### src/rtl/rtc_elapsed_pkg.sv
package rtc_elapsed_pkg;

    // Register map, byte offsets on the 16-bit bus; bit 5 selects bank two.
    localparam int CNT_BASE = 'h00;
    localparam int CMP_BASE = 'h08;
    localparam int EN_OFF   = 'h3c;
    localparam int STAT_OFF = 'h3e;

    typedef enum logic [2:0] {
        SEL_NONE,
        SEL_CNT,
        SEL_CMP,
        SEL_EN,
        SEL_STAT
    } reg_sel_e;

endpackage

### src/rtl/rtc_reg_decode.sv
module rtc_reg_decode
    import rtc_elapsed_pkg::*;
#(
    parameter int ADDR_W    = 6,
    parameter int NUM_WORDS = 3,
    parameter int IDX_W     = 2
) (
    input  logic [ADDR_W-1:0] addr,
    output reg_sel_e          sel,
    output logic [IDX_W-1:0]  idx
);

    logic [NUM_WORDS-1:0] hit_cnt;
    logic [NUM_WORDS-1:0] hit_cmp;

    genvar g;
    generate
        for (g = 0; g < NUM_WORDS; g++) begin : g_word
            assign hit_cnt[g] = (addr == ADDR_W'(CNT_BASE + 2 * g));
            assign hit_cmp[g] = (addr == ADDR_W'(CMP_BASE + 2 * g));
        end
    endgenerate

    always_comb begin
        sel = SEL_NONE;
        idx = '0;
        for (int i = 0; i < NUM_WORDS; i++) begin
            if (hit_cnt[i]) begin
                sel = SEL_CNT;
                idx = IDX_W'(i);
            end
            if (hit_cmp[i]) begin
                sel = SEL_CMP;
                idx = IDX_W'(i);
            end
        end
        if (addr == ADDR_W'(EN_OFF))   sel = SEL_EN;
        if (addr == ADDR_W'(STAT_OFF)) sel = SEL_STAT;
    end

endmodule

### src/rtl/rtc_tick_counter.sv
module rtc_tick_counter #(
    parameter int WORD_W    = 16,
    parameter int NUM_WORDS = 3,
    parameter int IDX_W     = 2,
    localparam int CNT_W    = WORD_W * NUM_WORDS
) (
    input  logic              clk,
    input  logic              rst_n,
    input  logic              tick,
    input  logic              ld_en,
    input  logic [IDX_W-1:0]  ld_idx,
    input  logic [WORD_W-1:0] ld_data,
    output logic [CNT_W-1:0]  cnt_q,
    output logic [CNT_W-1:0]  cnt_d,
    output logic              adv
);

    typedef struct packed {
        logic [CNT_W-1:0] cnt;
    } cnt_state_t;

    cnt_state_t state_d, state_q;
    logic [CNT_W-1:0] loaded;

    genvar g;
    generate
        for (g = 0; g < NUM_WORDS; g++) begin : g_slice
            assign loaded[g*WORD_W +: WORD_W] =
                (ld_idx == IDX_W'(g)) ? ld_data : state_q.cnt[g*WORD_W +: WORD_W];
        end
    endgenerate

    always_comb begin
        state_d = state_q;
        if (ld_en) begin
            state_d.cnt = loaded;
        end else if (tick) begin
            state_d.cnt = state_q.cnt + CNT_W'(1);
        end
    end

    always_ff @(posedge clk or negedge rst_n) begin
        if (!rst_n) state_q <= '0;
        else        state_q <= state_d;
    end

    assign cnt_q = state_q.cnt;
    assign cnt_d = state_d.cnt;
    assign adv   = tick && !ld_en;

endmodule

### src/rtl/rtc_alarm_cmp.sv
module rtc_alarm_cmp #(
    parameter int WORD_W    = 16,
    parameter int NUM_WORDS = 3,
    parameter int IDX_W     = 2,
    localparam int CNT_W    = WORD_W * NUM_WORDS
) (
    input  logic              clk,
    input  logic              rst_n,
    input  logic              wr_en,
    input  logic [IDX_W-1:0]  wr_idx,
    input  logic [WORD_W-1:0] wr_data,
    input  logic [CNT_W-1:0]  cnt_next,
    input  logic              adv,
    output logic [CNT_W-1:0]  cmp_q,
    output logic              match
);

    typedef struct packed {
        logic [CNT_W-1:0] cmp;
    } cmp_state_t;

    cmp_state_t state_d, state_q;
    logic [CNT_W-1:0] written;

    genvar g;
    generate
        for (g = 0; g < NUM_WORDS; g++) begin : g_slice
            assign written[g*WORD_W +: WORD_W] =
                (wr_idx == IDX_W'(g)) ? wr_data : state_q.cmp[g*WORD_W +: WORD_W];
        end
    endgenerate

    always_comb begin
        state_d = state_q;
        if (wr_en) state_d.cmp = written;
    end

    always_ff @(posedge clk or negedge rst_n) begin
        if (!rst_n) state_q <= '0;
        else        state_q <= state_d;
    end

    assign cmp_q = state_q.cmp;
    // A match is an event: only a tick that lands on the alarm value counts.
    assign match = adv && (cnt_next == state_q.cmp);

endmodule

### src/rtl/rtc_elapsed_alarm.sv
module rtc_elapsed_alarm
    import rtc_elapsed_pkg::*;
#(
    parameter int WORD_W    = 16,
    parameter int NUM_WORDS = 3,
    parameter int ADDR_W    = 6
) (
    input  logic              clk,
    input  logic              rst_n,
    input  logic              tick_en,
    input  logic [ADDR_W-1:0] bus_addr,
    input  logic [WORD_W-1:0] bus_wdata,
    input  logic              bus_wr,
    input  logic              bus_rd,
    output logic [WORD_W-1:0] bus_rdata,
    output logic              alarm_irq
);

    localparam int IDX_W = (NUM_WORDS > 1) ? $clog2(NUM_WORDS) : 1;
    localparam int CNT_W = WORD_W * NUM_WORDS;

    typedef struct packed {
        logic              flag;
        logic              en;
        logic [WORD_W-1:0] rdata;
    } top_state_t;

    top_state_t state_d, state_q;

    reg_sel_e          sel;
    logic [IDX_W-1:0]  idx;
    logic              cnt_ld;
    logic              cmp_wr;
    logic [CNT_W-1:0]  cnt_q;
    logic [CNT_W-1:0]  cnt_d;
    logic [CNT_W-1:0]  cmp_q;
    logic              adv;
    logic              match;
    logic              flag_q;
    logic              en_q;

    rtc_reg_decode #(
        .ADDR_W   (ADDR_W),
        .NUM_WORDS(NUM_WORDS),
        .IDX_W    (IDX_W)
    ) u_decode (
        .addr(bus_addr),
        .sel (sel),
        .idx (idx)
    );

    assign cnt_ld = bus_wr && (sel == SEL_CNT);
    assign cmp_wr = bus_wr && (sel == SEL_CMP);

    rtc_tick_counter #(
        .WORD_W   (WORD_W),
        .NUM_WORDS(NUM_WORDS),
        .IDX_W    (IDX_W)
    ) u_counter (
        .clk    (clk),
        .rst_n  (rst_n),
        .tick   (tick_en),
        .ld_en  (cnt_ld),
        .ld_idx (idx),
        .ld_data(bus_wdata),
        .cnt_q  (cnt_q),
        .cnt_d  (cnt_d),
        .adv    (adv)
    );

    rtc_alarm_cmp #(
        .WORD_W   (WORD_W),
        .NUM_WORDS(NUM_WORDS),
        .IDX_W    (IDX_W)
    ) u_cmp (
        .clk     (clk),
        .rst_n   (rst_n),
        .wr_en   (cmp_wr),
        .wr_idx  (idx),
        .wr_data (bus_wdata),
        .cnt_next(cnt_d),
        .adv     (adv),
        .cmp_q   (cmp_q),
        .match   (match)
    );

    always_comb begin
        state_d = state_q;

        // Set beats clear when both land in one cycle.
        if (match) begin
            state_d.flag = 1'b1;
        end else if (bus_wr && (sel == SEL_STAT) && bus_wdata[0]) begin
            state_d.flag = 1'b0;
        end

        if (bus_wr && (sel == SEL_EN)) state_d.en = bus_wdata[0];

        if (bus_rd) begin
            case (sel)
                SEL_CNT:  state_d.rdata = cnt_q[int'(idx)*WORD_W +: WORD_W];
                SEL_CMP:  state_d.rdata = cmp_q[int'(idx)*WORD_W +: WORD_W];
                SEL_EN:   state_d.rdata = WORD_W'(state_q.en);
                SEL_STAT: state_d.rdata = WORD_W'(state_q.flag);
                default:  state_d.rdata = '0;
            endcase
        end
    end

    always_ff @(posedge clk or negedge rst_n) begin
        if (!rst_n) state_q <= '0;
        else        state_q <= state_d;
    end

    assign flag_q    = state_q.flag;
    assign en_q      = state_q.en;
    assign bus_rdata = state_q.rdata;
    assign alarm_irq = flag_q & en_q;

endmodule

### config.mk
export PLATFORM = sky130hd
export DESIGN_NAME = rtc_elapsed_alarm
export DESIGN_NICKNAME = d
export VERILOG_FILES = /design/src/rtl/rtc_elapsed_pkg.sv /design/src/rtl/rtc_reg_decode.sv /design/src/rtl/rtc_tick_counter.sv /design/src/rtl/rtc_alarm_cmp.sv /design/src/rtl/rtc_elapsed_alarm.sv
export SDC_FILE = /design/constraint.sdc
export NUM_CORES = 1
export LEC_CHECK = 0
export ABC_AREA = 1
export BUFFER_PORTS_ARGS = -buffer_cell sky130_fd_sc_hd__buf_2
export CAP_MARGIN = 20
export CORE_MARGIN = 8
export CORE_UTILIZATION = 65
export CTS_CLUSTER_SIZE = 25
export DETAILED_ROUTE_END_ITERATION = 10
export PLACE_DENSITY = 0.84
export SLEW_MARGIN = 20
export SYNTH_ARGS = -nofsm -noshare
export SYNTH_HDL_FRONTEND = slang
export SYNTH_HIERARCHICAL = 1
export SYNTH_SLANG_ARGS = --single-unit
### constraint.sdc
create_clock -name clk -period 5.5 [get_ports clk]
set_input_delay 0.55 -clock clk [delete_from_list [all_inputs] [get_ports clk]]
set_output_delay 0.55 -clock clk [all_outputs]
set_load 0.01 [all_outputs]
==> impl_metrics.json, run 1 <==
{
  "yosysUniqueCellTypes": 40,
  "cts_root_buf": "clkbuf_16",
  "cts.sinks": 114,
  "ant_nets": 0,
  "clk_latency_ns": 0.44,
  "irDropWorstVdd_mv": 0.3232,
  "cpMostUsedCell": "nand2_1",
  "worstMarginPinSlew_ns": 0.9267,
  "grt_max_degree": 68,
  "timing.slew.headroom_pct": 38.22,
  "critPathMaxFanout": 61,
  "critPathTopFamily": "simple AND/OR/NAND/NOR gates",
  "critPathArrivalTime_ns": 3.73,
  "synthArstFlopShare_pct": 100.0,
  "fin_cells": 1473,
  "io-pin-count": 44,
  "coreArea_um2": 12470,
  "synth_area_leaders": "dfrtp_1 (35%), nand2_1 (15%), inv_1 (7.6%), nand3_1 (6.3%), nor2_1 (5.1%)",
  "gp_congestion": 1.169,
  "netlist_instances": 1261,
  "ys_warn_count": 6,
  "num-nets-final": 1316,
  "wl_met1_mm": 11.80,
  "fin_crit_sh_pct": 61.46,
  "placed_cells": 1441,
  "grt_pass1_vias": 8635,
  "leakage_nw": 4.381,
  "tns_ns": 0,
  "start_util_pct": 65.88,
  "ys_seq_area_share_pct": 34.73,
  "synth_top_flop_cell": "dfrtp_1",
  "dr.pass1.iters": 6,
  "syn_to_final_growth_pct": 10.86,
  "routed-wl-met2_mm": 12.90,
  "cp.required_ns": 5.85,
  "vias": 9168,
  "synth-compound-area-share_pct": 17.93,
  "synth.net_count": 1289,
  "post_cts_buffers": 0,
  "slew_viol_final": 0,
  "antenna_found_initial": 0,
  "cts_tree": "yes",
  "cts_resized": 0,
  "synth_top_family_by_area": "simple AND/OR/NAND/NOR gates",
  "final_common_cell": "nand2_1",
  "path_class": "in -> reg",
  "synth_edf_count": 0,
  "hold_viol": 0,
  "yosys.area.top_type_share_pct": 34.73,
  "path_cells": "buf_2 -> inv_1 -> nand2_1 -> nor3_1 -> inv_2 -> nand3_1 -> nor2_2 -> buf_4 -> clkinv_1 -> buf_4 -> nand2_1 -> o22ai_1 -> inv_1 -> nand2_1 -> o21ai_1 -> nor2_1 -> nand2_1 -> nor2_1 -> nand3_1 -> nor2_1 -> o21bai_1",
  "drive_above_1_share_pct": 10.68,
  "grt_setup_unrepaired": "false",
  "power_density_nw_per_um2": 365.0,
  "synth_area_um2": 8213,
  "die_h_um": 128.4,
  "skew_ns": 0.01183,
  "r2r_cells": 17,
  "cts-htree-levels": 4,
  "setup-violations-final": 0,
  "clock_path_buffers": 2,
  "critPathBufInv": 7,
  "drt_iter0_markers": 1630,
  "grt_usage_pct": 38.05,
  "ys_ff_latch": 114,
  "postCtsHoldBufs": 0,
  "layout_common_cells": "nand2_1 (333), inv_1 (167), dfrtp_1 (114)",
  "port_buffers": 43,
  "crit_path_top_delay_cell": "buf_4",
  "rrSetupSlack_ns": 2.57,
  "wl_met3_mm": 4.148,
  "top_layer": "met4",
  "drc": 0,
  "avgSynthCellArea_um2": 6.513,
  "start_kind": "input port",
  "min_path_type": "in -> async",
  "muxShareOfSynthArea_pct": 0,
  "wire_per_inst_um": 20.76,
  "diodes": 0,
  "status": "finished clean",
  "dp_hpwl_mm": 22.45,
  "synth_largest_area_cell": "dfrtp_1",
  "rows": 41,
  "fmax_ghz": 0.2959,
  "clkTransAtPathRegs_ns": 0.06,
  "max-cap-violations": 0,
  "grt_pass1_wl_mm": 47.71,
  "die_x_um": 128.4,
  "slowest_delay_ns": 0.52,
  "finalWirelength_mm": 30.57,
  "cp.depth": 21,
  "dieArea_um2": 16490,
  "overflow": 0,
  "fin_crit_ns": 3.380,
  "synthAdderAreaFrac_pct": 0.1523,
  "tritoncts.num_buffers": 17,
  "vias_per_cell": 6.224,
  "yosys.area_share.simple_pct": 35.10,
  "synthXorXnorAreaFrac_pct": 1.280,
  "critPathCaptureType": "flip-flop",
  "total_power_w": 0.003323
}
==> synthesized netlist by cell type, drive strengths merged (2+ instances only) <==
| cell | n |
|---|---|
| nor3b | 3 |
| inv | 171 |
| clkinv | 3 |
| nor2 | 138 |
| xor2 | 6 |
| buf | 22 |
| nand2 | 342 |
| nand4 | 17 |
| or2 | 32 |
| xnor2 | 6 |
| o22ai | 8 |
| o21ai | 156 |
| o211ai | 36 |
| o21bai | 2 |
| nor3 | 5 |
| nand3b | 2 |
| clkbuf | 25 |
| o31ai | 2 |
| a21oi | 60 |
| nand3 | 106 |
| dfrtp | 114 |
==> flip-flops by register name (all words and copies together) (netlist names) <==
name,flops
u_counter/cnt_q,48
bus_rdata,16
en_q,1
flag_q,1
u_cmp/cmp_q,48
==> path summary, 6_finish.rpt <==
kind,start,to
max reg2reg,u_counter/cnt_q[28]$_DFF_PN0_,flag_q$_DFFE_PN0P_
max in group asynchronous,rst_n,u_cmp/cmp_q[38]$_DFFE_PN0P_
min in group clk,bus_rd,bus_rdata[0]$_DFFE_PN0P_
min,rst_n,u_cmp/cmp_q[0]$_DFFE_PN0P_
min reg2reg,bus_rdata[4]$_DFFE_PN0P_,bus_rdata[4]$_DFFE_PN0P_
max,bus_addr[0],flag_q$_DFFE_PN0P_
==> per-stage QoR <==
step                      cell area (um2)  hold WS (ns)  utilization (%)  setup WS, ns
after floorplan                      8213        0.2544                -         2.567
after global placement               8509        0.4589            68.26         2.000
after detailed placement             8509        0.4606            68.26         1.834
after CTS                            9105        0.2750            73.04         2.269
after global routing                 9105        0.3029            73.04         1.853
final                                9105        0.2382            73.04         2.120
==> final cells by class <==
| class | instances | area, um2 |
|---|---|---|
| Inverter | 174 | 653.1 |
| Fill cell | 1071 | 3361 |
| Sequential cell | 114 | 2853 |
| Multi-Input combinational cell | 926 | 4481 |
| Tap cell | 172 | 215.2 |
| Timing Repair Buffer | 55 | 307.8 |
| Clock buffer | 17 | 425.4 |
| Clock inverter | 15 | 170.2 |
==> per-layer routing <==
metal,up-vias,global-route usage (%)
met2,694,55.62
met1,4205,49.96
li1,4140,-
met4,0,21.75
met5,-,0
met3,129,10.22
==> power by group <==
part	internal, W	switching, W
Sequential	0.000989	0.000270
Clock	0.000680	0.000459
Combinational	0.000304	0.000621
Total	0.00197	0.00135
==> cell families (layout without fill, tap and decap cells) <==
| family | after synthesis | count (layout) |
|---|---|---|
| AOI/OAI and AO/OA | 267 | 267 |
| DFF | 114 | 114 |
| buffers and inverters | 221 | 261 |
| xor gates and xnor gates | 12 | 12 |
| and+or+nand+nor | 646 | 646 |
| adders and majority gates | 1 | 1 |
No activity file was read; power rests on OpenSTA's default activity.
==> run 2, diff against run 1 <==
--- a/config.mk
+++ b/config.mk
@@ -5,14 +5,14 @@
 export SDC_FILE = /design/constraint.sdc
 export NUM_CORES = 1
 export LEC_CHECK = 0
-export ABC_AREA = 1
+export ABC_AREA = 0
 export BUFFER_PORTS_ARGS = -buffer_cell sky130_fd_sc_hd__buf_2
 export CAP_MARGIN = 20
 export CORE_MARGIN = 8
-export CORE_UTILIZATION = 65
+export CORE_UTILIZATION = 61
 export CTS_CLUSTER_SIZE = 25
 export DETAILED_ROUTE_END_ITERATION = 10
-export PLACE_DENSITY = 0.84
+export PLACE_DENSITY = 0.8
 export SLEW_MARGIN = 20
 export SYNTH_ARGS = -nofsm -noshare
 export SYNTH_HDL_FRONTEND = slang
==> constraint.sdc (replaced) <==
create_clock -name clk -period 3.3 [get_ports clk]
set_input_delay 0.33 -clock clk [delete_from_list [all_inputs] [get_ports clk]]
set_output_delay 0.33 -clock clk [all_outputs]
set_load 0.01 [all_outputs]
==> impl_metrics.json, run 2 <==
{
  "avgSynthCellArea_um2": 10.57,
  "grt_pass1_vias": 6920,
  "vias_per_cell": 7.114,
  "overflow": 0,
  "r2r-end": "flag_q$_DFFE_PN0P_",
  "final_cell_area_um2": 9144,
  "timing.slew.headroom_pct": 45.16,
  "slew_viol_final": 0,
  "synth_area_um2": 6914,
  "fin_crit_sh_pct": 103.0,
  "yosysUniqueCellTypes": 64,
  "fin_ws_ns": -0.1001,
  "min_path_type": "in -> reg",
  "start_util_pct": 61.61,
  "drt_iter0_markers": 1074,
  "critPathBufInv": 2,
  "dieArea_um2": 15000,
  "drc": 0,
  "r2r_cells": 13,
  "ys_ff_latch": 114,
  "leakage_nw": 4.349,
  "skew_ns": 0.007989,
  "r2r_start": "u_counter/cnt_q[18]$_DFF_PN0_",
  "layout_common_cells": "buf_4 (144), dfrtp_1 (113), nor2_1 (55)",
  "wl_met1_mm": 10.34,
  "rows": 39,
  "drive_above_1_share_pct": 38.99,
  "ys_top_cells_by_count": "dfrtp_1 (114), nor2_1 (56), mux2_2 (54)",
  "critPathCapture": "flag_q$_DFFE_PN0P_",
  "grt_max_degree": 68,
  "crit_path_top_delay_cell": "or4_4",
  "yosys.area.top_type_share_pct": 41.26,
  "synth_area_leaders": "dfrtp_1 (41%), mux2_2 (8.8%), xor2_1 (5.7%), mux4_1 (3.4%), nor2_1 (3.0%)",
  "cp.depth": 13,
  "irDropWorstVdd_mv": 0.4189,
  "grt_pass1_wl_mm": 41.04,
  "regArea_um2": 2854,
  "clock_path_buffers": 2,
  "netlist_instances": 654,
  "wire_per_inst_um": 27.91,
  "utilization_pct": 81.47,
  "placed_area_um2": 8290,
  "max-cap-violations": 0,
  "wl_met3_mm": 2.917,
  "critPathCaptureType": "flip-flop",
  "clk_latency_ns": 0.42,
  "die_h_um": 122.5,
  "startpoint": "u_counter/cnt_q[18]$_DFF_PN0_",
  "power_density_nw_per_um2": 597.1,
  "cp.required_ns": 3.66,
  "grt_usage_pct": 36.79,
  "clkTransAtPathRegs_ns": 0.06,
  "num-fill-cells": 654,
  "die_x_um": 122.5,
  "port_buffers": 43,
  "dp_hpwl_mm": 18.90,
  "tritoncts.num_buffers": 17,
  "synth.net_count": 682,
  "yosysMostFrequentCell": "dfrtp_1",
  "multi_input_area_um2": 4043,
  "cts_root_buf": "clkbuf_16",
  "synthArstFlopShare_pct": 100.0,
  "cts-htree-levels": 4,
  "num-nets-final": 865,
  "io-pin-count": 44,
  "synth_top_flop_cell": "dfrtp_1",
  "top_layer": "met5",
  "synth_edf_count": 0,
  "dr.pass1.iters": 7,
  "path_class": "reg -> reg",
  "ys_seq_area_share_pct": 41.26,
  "cts_tree": "yes",
  "setup-violations-final": 1,
  "ys_warn_count": 6,
  "critPathMaxFanout": 5,
  "coreArea_um2": 11220,
  "antenna_found_initial": 2,
  "slowest_delay_ns": 0.54,
  "final_common_cell": "buf_4",
  "synth_largest_area_cell": "dfrtp_1",
  "violations": "setup timing",
  "start_kind": "flip-flop",
  "rrSetupSlack_ns": -0.10,
  "worstMarginPinSlew_ns": 0.8203,
  "critPathTopFamily": "simple AND/OR/NAND/NOR gates",
  "fin_crit_ns": 3.400,
  "vias": 7064,
  "critPathArrivalTime_ns": 3.76,
  "gp_congestion": 1.047,
  "routed-wl-met2_mm": 12.63,
  "path_cells": "buf_4 -> nand4_1 -> or4_4 -> nor3_2 -> buf_4 -> a21o_1 -> a21oi_1 -> a211oi_2 -> xor2_1 -> nor4_2 -> nand4_1 -> nor4_2 -> a21o_1",
  "status": "finished, violations left",
  "syn_to_final_growth_pct": 32.25,
  "hold_viol": 0,
  "ant_nets": 0,
  "finalWirelength_mm": 27.71,
  "cts.sinks": 114,
  "fmax_ghz": 0.2941
}
[run 2: cell types whose count changed in the layout (fill, tap and decap cells not counted), sizes merged, moves of 30 or more]
cell    previous run  this run
a21oi             60        19
buf               55       190
inv              179        10
mux2               0        54
nand2            342        47
nand3            106        21
nor2             138        56
o211ai            36         6
o21ai            156        25
or2               32         0
xor2               6        45
[run 2: report_power, final]
part	leakage (nW)	internal [W]	switching [W]
Clock	0.306	0.00137	0.000656
Sequential	1.46	0.00162	0.000216
Combinational	2.58	0.000740	0.000856
Total	4.35	0.00373	0.00173
[run 2: what timing repair did]
item / 4_1_cts / 5_1_grt
setup endpoints to repair: 1 / 1
hold endpoints to repair: 47 / 0
setup buffers: 0 / 3
gates resized for setup: 8 / 30
hold buffers: 1 / 0
pin swaps: 0 / 18
[run 2: kinds of logic (layout without fill, tap and decap cells)]
family                   Yosys count  count (layout)  share of synthesized area, %
AO/OA/AOI/OAI                    123             123                         12.83
XOR/XNOR                          53              53                         6.714
adder cells (fa/ha/maj)            1               1                        0.1809
buffers and inverters             38             233                         2.986
flip-flops                       114             114                         41.26
multiplexers                      89              89                         17.25
other                              0               1                             0
AND/OR/NAND/NOR                  236             236                         18.78
[run 2: per-layer routing]
| layer | vias up | global-route usage, % |
|---|---|---|
| met3 | 203 | 9.660 |
| met5 | - | 0 |
| met2 | 607 | 58.59 |
| met4 | 2 | 18.51 |
| met1 | 3423 | 45.61 |
| li1 | 2829 | - |
[run 2: how the worst min path moves through the flow]
stage	from	endpoint	slack (ns)	depth (start not counted)
after global routing	bus_wdata[7]	u_cmp/cmp_q[23]$_DFFE_PN0P_	0.27	2
after global placement	rst_n	bus_rdata[1]$_DFFE_PN0P_	0.38	1
after floorplan	rst_n	bus_rdata[0]$_DFFE_PN0P_	0.03	0
final	bus_rd	bus_rdata[2]$_DFFE_PN0P_	0.28	2
after detailed placement	rst_n	bus_rdata[1]$_DFFE_PN0P_	0.39	1
after CTS	bus_wdata[7]	u_cmp/cmp_q[23]$_DFFE_PN0P_	0.25	2
[run 2: final cells by class]
| cell class | count | area share, % |
|---|---|---|
| Clock inverter | 9 | 1.957 |
| Tap cell | 143 | 1.957 |
| Sequential cell | 114 | 31.21 |
| Inverter | 11 | 0.4516 |
| Antenna cell | 1 | 0.02737 |
| Timing Repair Buffer | 191 | 15.11 |
| Clock buffer | 22 | 5.077 |
| Multi-Input combinational cell | 502 | 44.21 |
[run 2: stage by stage]
step / worst slack (ns) / instances / hold WS, ns / total power (W) / TNS [ns]
after detailed placement: -0.3738 / 957 / 0.3916 / 0.003272 / -0.3738
after global routing: -0.1038 / 993 / 0.2656 / 0.005617 / -0.1038
after global placement: -0.4057 / 957 / 0.3821 / 0.003226 / -0.4057
after CTS: 0.01212 / 989 / 0.2456 / 0.005327 / 0
after floorplan: 0.0007863 / 654 / 0.03441 / 0.002496 / 0
final: -0.1001 / 993 / 0.2775 / 0.005459 / -0.1001
